`src/rtl/ptc_pkg.sv`:
```
package ptc_pkg;

  localparam int CAUSE_W = 4;
  typedef logic [CAUSE_W-1:0] cause_t;

  localparam cause_t CAUSE_NONE    = 4'h0;
  localparam cause_t CAUSE_DIV0    = 4'h1;
  localparam cause_t CAUSE_OVF     = 4'h2;
  localparam cause_t CAUSE_ILLEGAL = 4'h3;
  localparam cause_t CAUSE_BADADDR = 4'h4;
  localparam cause_t CAUSE_EXTIRQ  = 4'h8;

  // The first fault seen by an instruction wins; later detections keep it.
  function automatic cause_t pick_cause(logic already, cause_t held, cause_t fresh);
    return already ? held : fresh;
  endfunction

  // Handler selection at the finalize stage.
  function automatic logic [63:0] pick_vector(logic is_trap, logic [63:0] tvec,
                                              logic [63:0] ivec);
    return is_trap ? tvec : ivec;
  endfunction

endpackage

```
`src/rtl/ptc_slot.sv`:
```
module ptc_slot
  import ptc_pkg::*;
#(
  parameter int PC_W = 32
) (
  input  logic            clk,
  input  logic            rst_n,
  input  logic            flush,
  input  logic            hold,
  input  logic            src_valid,
  input  logic [PC_W-1:0] src_pc,
  input  logic            src_trap,
  input  cause_t          src_cause,
  output logic            q_valid,
  output logic [PC_W-1:0] q_pc,
  output logic            q_trap,
  output cause_t          q_cause
);

  always_ff @(posedge clk) begin
    if (!rst_n) begin
      q_valid <= 1'b0;
      q_pc    <= '0;
      q_trap  <= 1'b0;
      q_cause <= CAUSE_NONE;
    end else if (flush) begin
      q_valid <= 1'b0;
      q_trap  <= 1'b0;
    end else if (!hold) begin
      q_valid <= src_valid;
      q_pc    <= src_pc;
      q_trap  <= src_valid & src_trap;
      q_cause <= src_cause;
    end
  end

endmodule

```
`src/rtl/ptc_hazard.sv`:
```
module ptc_hazard #(
  parameter int NSTAGE = 5,
  localparam int NDET = NSTAGE - 1
) (
  // bit b: stage b+1 holds a flagged instruction
  input  logic [NDET-1:0] flag_above,
  // bit b: stage b must freeze
  output logic [NDET-1:0] hold
);

  always_comb begin
    logic acc;
    acc = 1'b0;
    for (int b = NDET - 1; b >= 0; b--) begin
      acc     = acc | flag_above[b];
      hold[b] = acc;
    end
  end

endmodule

```
`src/rtl/ptc_commit.sv`:
```
module ptc_commit
  import ptc_pkg::*;
#(
  parameter int PC_W = 32,
  parameter logic [PC_W-1:0] TRAP_VEC = 'h100,
  parameter logic [PC_W-1:0] IRQ_VEC  = 'h200
) (
  input  logic            clk,
  input  logic            rst_n,
  input  logic            fin_valid,
  input  logic            fin_trap,
  input  cause_t          fin_cause,
  input  logic [PC_W-1:0] fin_pc,
  input  logic            irq,
  output logic            wb_valid,
  output logic            take_trap,
  output logic            take_irq,
  output logic            flush,
  output logic [PC_W-1:0] redir_pc,
  output logic [PC_W-1:0] epc,
  output cause_t          cause
);

  cause_t    ent_cause;
  logic [63:0] vec64;

  always_comb begin
    take_trap = fin_valid & fin_trap;
    take_irq  = fin_valid & ~fin_trap & irq;
    flush     = take_trap | take_irq;
    wb_valid  = fin_valid & ~flush;
    ent_cause = take_trap ? fin_cause : CAUSE_EXTIRQ;
    vec64     = pick_vector(take_trap, 64'(TRAP_VEC), 64'(IRQ_VEC));
    redir_pc  = vec64[PC_W-1:0];
  end

  always_ff @(posedge clk) begin
    if (!rst_n) begin
      epc   <= '0;
      cause <= CAUSE_NONE;
    end else if (flush) begin
      epc   <= fin_pc;
      cause <= ent_cause;
    end
  end

endmodule

```
`src/rtl/ptc_ctrl.sv`:
```
module ptc_ctrl
  import ptc_pkg::*;
#(
  parameter int NSTAGE = 5,
  parameter int PC_W   = 32,
  parameter logic [PC_W-1:0] TRAP_VEC = 'h100,
  parameter logic [PC_W-1:0] IRQ_VEC  = 'h200,
  localparam int NDET = NSTAGE - 1
) (
  input  logic                    clk,
  input  logic                    rst_n,
  input  logic                    in_valid,
  input  logic [PC_W-1:0]         in_pc,
  output logic                    in_ready,
  input  logic [NDET-1:0]         det_trap,
  input  logic [NDET*CAUSE_W-1:0] det_cause,
  input  logic                    irq,
  output logic                    wb_valid,
  output logic [PC_W-1:0]         wb_pc,
  output logic                    redir_valid,
  output logic [PC_W-1:0]         redir_pc,
  output logic [PC_W-1:0]         epc,
  output logic [CAUSE_W-1:0]      cause,
  output logic [NDET-1:0]         stage_hold
);

  localparam int FIN = NSTAGE - 1;

  logic [NSTAGE-1:0] cur_valid, cur_trap, src_valid, src_trap, hold_v;
  logic [PC_W-1:0]   cur_pc  [NSTAGE];
  logic [PC_W-1:0]   src_pc  [NSTAGE];
  cause_t            cur_cause [NSTAGE];
  cause_t            src_cause [NSTAGE];
  logic [NDET-1:0]   flag_above, hold_det;

  // named events for the checker
  logic fin_valid, fin_trap, take_trap, take_irq, flush;

  genvar j;
  generate
    for (j = 0; j < NSTAGE; j++) begin : g_stage
      if (j == 0) begin : g_src_fetch
        assign src_valid[j] = in_valid;
        assign src_pc[j]    = in_pc;
        assign src_trap[j]  = 1'b0;
        assign src_cause[j] = CAUSE_NONE;
      end else begin : g_src_prev
        assign src_valid[j] = cur_valid[j-1] & ~hold_v[j-1];
        assign src_pc[j]    = cur_pc[j-1];
        assign src_trap[j]  = cur_trap[j-1] | det_trap[j-1];
        assign src_cause[j] = pick_cause(cur_trap[j-1], cur_cause[j-1],
                                         det_cause[(j-1)*CAUSE_W +: CAUSE_W]);
      end

      ptc_slot #(.PC_W(PC_W)) u_slot (
        .clk       (clk),
        .rst_n     (rst_n),
        .flush     (flush),
        .hold      (hold_v[j]),
        .src_valid (src_valid[j]),
        .src_pc    (src_pc[j]),
        .src_trap  (src_trap[j]),
        .src_cause (src_cause[j]),
        .q_valid   (cur_valid[j]),
        .q_pc      (cur_pc[j]),
        .q_trap    (cur_trap[j]),
        .q_cause   (cur_cause[j])
      );
    end

    for (j = 0; j < NDET; j++) begin : g_flag
      assign flag_above[j] = cur_valid[j+1] & cur_trap[j+1];
    end
  endgenerate

  ptc_hazard #(.NSTAGE(NSTAGE)) u_hazard (
    .flag_above (flag_above),
    .hold       (hold_det)
  );

  assign hold_v    = {1'b0, hold_det};
  assign fin_valid = cur_valid[FIN];
  assign fin_trap  = cur_trap[FIN];

  ptc_commit #(.PC_W(PC_W), .TRAP_VEC(TRAP_VEC), .IRQ_VEC(IRQ_VEC)) u_commit (
    .clk       (clk),
    .rst_n     (rst_n),
    .fin_valid (fin_valid),
    .fin_trap  (fin_trap),
    .fin_cause (cur_cause[FIN]),
    .fin_pc    (cur_pc[FIN]),
    .irq       (irq),
    .wb_valid  (wb_valid),
    .take_trap (take_trap),
    .take_irq  (take_irq),
    .flush     (flush),
    .redir_pc  (redir_pc),
    .epc       (epc),
    .cause     (cause)
  );

  assign wb_pc       = cur_pc[FIN];
  assign redir_valid = flush;
  assign in_ready    = ~hold_v[0] & ~flush;
  assign stage_hold  = hold_det;

endmodule

```
`config.mk`:
```
export PLATFORM = sky130hd
export DESIGN_NAME = ptc_ctrl
export DESIGN_NICKNAME = d
export VERILOG_FILES = /design/src/rtl/ptc_pkg.sv /design/src/rtl/ptc_slot.sv /design/src/rtl/ptc_hazard.sv /design/src/rtl/ptc_commit.sv /design/src/rtl/ptc_ctrl.sv
export SDC_FILE = /design/constraint.sdc
export NUM_CORES = 1
export LEC_CHECK = 0
export BUFFER_PORTS_ARGS = -buffer_cell sky130_fd_sc_hd__buf_2
export CAP_MARGIN = 20
export CORE_UTILIZATION = 55
export CTS_CLUSTER_SIZE = 10
export DETAILED_ROUTE_END_ITERATION = 7
export HOLD_SLACK_MARGIN = 0.03
export MAX_ROUTING_LAYER = met4
export PLACE_DENSITY = 0.79
export SLEW_MARGIN = 30
export SYNTH_ARGS = -nofsm -noshare
export SYNTH_HDL_FRONTEND = slang
export SYNTH_SLANG_ARGS = --single-unit
export TNS_END_PERCENT = 50
```
`constraint.sdc`:
```
create_clock -name clk -period 2.3 [get_ports clk]
set_clock_uncertainty 0.2 [all_clocks]
set_input_delay 0.115 -clock clk [delete_from_list [all_inputs] [get_ports clk]]
set_output_delay 0.115 -clock clk [all_outputs]
set_load 0.05 [all_outputs]
```
# --- Yosys cells after proc, flatten, opt, wreduce, memory -nomap -nowiden ---
# Index checks and enable logic that the tools add are counted.
# Widths: inputs -> output; s select.
op_classes:
  n_reduce_logical: 5
  mux: 5
  bitwise_logic: 30
ops:
  columns: ["op", "n"]
  rows:
  - ["$and 1x1->1", 16]
  - ["$mux 4", 4]
  - ["$mux 10", 1]
  - ["$reduce_and 2->1", 4]
  - ["$not 1->1", 7]
  - ["$or 1x1->1", 7]
  - ["$reduce_or 2->1", 1]
word_totals:
  regBits: 221
  wordCells: 60
  out_inout_bits: 107
  input_bits: 56

# --- Depth between registers and ports, before layout ---
logic_depth:
  depth_word: 7
  depth_mapped: 6
  ltp_nobuf: 4

# --- Hierarchy ---
# From an unflattened synthesis, not the netlist that was laid out.
hier_totals:
  hier_cells: 1085
  hier_area_um2: 9969.6
by_module_without_submodules:
  columns: ["mod", "cells_each", "n_inst", "area_per_inst_um2", "seq_area_each_um2"]
  rows:
  - ["ptc_slot", 172, 5, 1595.3, 760.7]
  - ["ptc_commit", 191, 1, 1699.1, 720.7]
  - ["ptc_ctrl", 30, 1, 266.5, 0.0]
  - ["ptc_hazard", 4, 1, 27.5, 0.0]

# --- Least setup slack after synthesis ---
# No wires, ideal clock.
synth_timing:
  path_type: "reg-to-output"
  start: "register g_stage[4].u_slot.q_valid"
  end: "output port wb_valid"
  path_stages_with_launch: 2
  n_path_buf: 0
  required_time_ps: 1985
  path_slack_ps: 467
  arrival_ps: 1518
  cell_sequence: "dfxtp_1 nor3b_1"
synth_between:
  elab_chain_cells: 5
  elab_cells_between_ends: 6
  classes_between: "6 x bitwise"
synth_rtl:
  columns: ["element", "line_no", "text"]
  rows:
  - ["start, declared", "ptc_slot.sv:14", "output logic q_valid,"]
  - ["start signal, assigned", "ptc_slot.sv:30", "q_valid <= src_valid;"]
  - ["$and 1x1->1 (2 in a row)", "ptc_commit.sv:29", "take_irq = fin_valid & ~fin_trap & irq;"]
  - ["$or 1x1->1", "ptc_commit.sv:30", "flush = take_trap | take_irq;"]
  - ["$not 1->1 (no line)", null, null]
  - ["$and 1x1->1 *", "ptc_commit.sv:31", "wb_valid = fin_valid & ~flush;"]
  - ["end, declared", "ptc_ctrl.sv:18", "output logic wb_valid,"]
# Mark *: on every way between the ends. The rest lies on a longest branch, timed or not.

==> metrics.cfg <==
[final_layout]
area_growth_pct=20.49
postLayoutCellArea_um2=10800
final_nets=1197
final_common_cell=nand2_1
final_cell_mix=238 x nand2_1, 220 x dfxtp_1, 159 x a21boi_0
antenna_cells=0
final_layout_size_suffix_gt1_frac=0.1610

[setup_path]
start_kind=input pin
endpoint_kind=register
crit_fanout=71
reg2regPathDepth=5
arrival_ns=2.47
rrSetupSlack_ns=0.11
critical_path_class=input pin to register
timing.rr.start=g_stage[4].u_slot.q_trap$_SDFF_PP0_
timing.rr.end=g_stage[2].u_slot.q_trap$_SDFFE_PP0N_
cp.required_ns=2.54

[place]
io_buffer_count=132
dp_slack_ns=0.3448
post_dp_cell_area_um2=9325
post-dp-hpwl_um=10800
routabilityCongestion=0.7710

[power_and_ir_drop]
powerDensity_nw_per_um2=742.9
cellLeakagePower_nw=4.623
max-vdd-ir-drop_v=0.0005223

[timing]
setup_slack_ns=0.07418
hold_viol=0
worst_slew_pin_slew_ns=0.5233
timing.final.crit_period_ns=2.226
max_freq_mhz=449.3
drv_slew=0
period_share=0.9677
setup_viol=0
slew_headroom=0.6507

[cts]
htreeDepth=1
cts_tree=done
clkTransAtPathRegs_ns=0.05
cts_max_path_buffers=3
clock_latency_ns=0.50
root_buffer=clkbuf_16
clock-sinks=221
cts_buffers=26

[hold_path]
whs_path_depth=5
worstHoldStart=irq
min_to=g_stage[1].u_slot.q_pc[24]$_SDFFE_PN0P_
hp-class=input pin to register

[grt]
grt_antenna_before_repair=0
grt_use_total=0.2294
grt_first_pass_wirelength_um=30650
grt_pass1_vias=6343
grt.overflow.total=0
grt_max_degree=136

[drt]
avgRoutedWirePerCell_um=13.91
wirelength_um=18910
drc_errors=0
vias=7041
drtAntennaViolNets=0
viasPerCell=5.181
drtIter0Drc=636
dr.pass1.iters=5

[synthesis]
syn-mean-instance-area_um2=8.866
yosys_warnings=0
seq_area_frac_synth=0.4936
synth-edff-count=0
ys_async_sr_fraction=0
syn_area_um2=8964
ys.flop_type=dfxtp_1
syn_inst=1011
synth_seq_cells=221
netlist-cell-type-count=35

[die]
die_w_um=129.7
die_y_um=129.7
initial_core_util=0.5643
core_area_um2=15890
dieArea_um2=16810
rows=46
io_pins=163

[job]
drv_cap=0

[run_status]
outcome=finished clean

## power by group
group	switching (W)	leakage [nW]	internal [W]	total, W
combinational	0.000312	2.48	0.000247	0.000559
sequential	0.0000640	1.80	0.00394	0.00401
clock	0.00139	0.340	0.00206	0.00346
## Yosys cell counts (2+ instances only)
cell,n,share of area
buf_6,5,0.0063
buf_1,2,0.00084
a21boi_1,5,0.0042
nand3_1,76,0.042
nor2b_1,3,0.0021
and3_1,2,0.0014
clkbuf_1,51,0.021
a21boi_0,159,0.13
nand2_1,239,0.10
nand2b_1,2,0.0014
nor2_1,3,0.0013
inv_1,3,0.0013
o21ai_0,68,0.038
a21oi_1,4,0.0022
dfxtp_1,221,0.49
and2_1,2,0.0014
o211a_1,12,0.013
buf_2,23,0.013
buf_4,68,0.057
mux2i_1,45,0.050
a22oi_1,4,0.0034
## sequential cells by signal, indices dropped and copies added (netlist names)
name                    cells
g_stage.u_slot.q_pc       160
u_commit.epc               32
g_stage.u_slot.q_cause     16
g_stage.u_slot.q_valid      5
g_stage.u_slot.q_trap       4
u_commit.cause              4
## kinds of logic after synthesis
| logic type | synth area share |
|---|---|
| buf+inv | 0.1005 |
| mux | 0.05025 |
| compound gates | 0.2024 |
| flops | 0.4936 |
| simple gates | 0.1528 |
| other cells | 0.0004184 |
## per-stage QoR
| step | util | hold slack [ns] | setup TNS (ns) | power, W | cells |
|---|---|---|---|---|---|
| floorplan | - | 0.02523 | 0 | 0.004462 | 1040 |
| finish | 0.6799 | 0.1591 | 0 | 0.008023 | 1359 |
| global route | 0.6799 | 0.1800 | -0.004872 | 0.008311 | 1359 |
| CTS | 0.6786 | 0.06728 | 0 | 0.008073 | 1359 |
| global placement | 0.5870 | 0.1264 | 0 | 0.004527 | 1253 |
| detailed placement | 0.5870 | 0.1253 | 0 | 0.004536 | 1253 |
## final cells by class
class,instances,area (um^2)
Multi-Input combinational cell,665,3766
Clock buffer,29,683.2
Sequential cell,221,4425
Timing Repair Buffer,223,1630
Fill cell,1325,5085
Inverter,4,16.27
Tap cell,216,270.3
Clock inverter,1,8.758
## critical path: stages
cell           delay (ns)
dlygate4sd3_1        0.54
clkbuf_8             0.38
nand2_1              0.09
dlygate4sd3_1        0.57
mux2i_1              0.14
dlygate4sd3_1        0.58
## metal layers
metal  share of wire  global-route usage  wire (um)  vias up
li1                -                   -          -     3561
met1            0.50              0.3285       9425     3241
met2            0.43              0.3331       8219      205
met3           0.049             0.03344        923       34
met4           0.018             0.06908        342        0
met5               0                   -          0        -
## what timing repair did
action,CTS,global route
pin swaps,1,0
endpoints found under the setup margin,3,5
resized for setup,1,6
setup buffers,1,0
hold endpoints to repair,102,0
hold buffers,75,0
## worst max path at each step
| stage | start | end | cells past startpoint |
|---|---|---|---|
| floorplan | g_stage[4].u_slot.q_valid$_SDFF_PP0_ | wb_valid | 1 |
| global route | g_stage[2].u_slot.q_trap$_SDFFE_PP0N_ | stage_hold[0] | 4 |
| CTS | g_stage[4].u_slot.q_trap$_SDFF_PP0_ | redir_valid | 4 |
| finish | rst_n | g_stage[0].u_slot.q_pc[0]$_SDFFE_PN0P_ | 6 |
| global placement | g_stage[4].u_slot.q_trap$_SDFF_PP0_ | g_stage[1].u_slot.q_pc[1]$_SDFFE_PN0P_ | 5 |
| detailed placement | g_stage[4].u_slot.q_trap$_SDFF_PP0_ | g_stage[1].u_slot.q_pc[25]$_SDFFE_PN0P_ | 5 |
(Power assumes the default switching activity.)
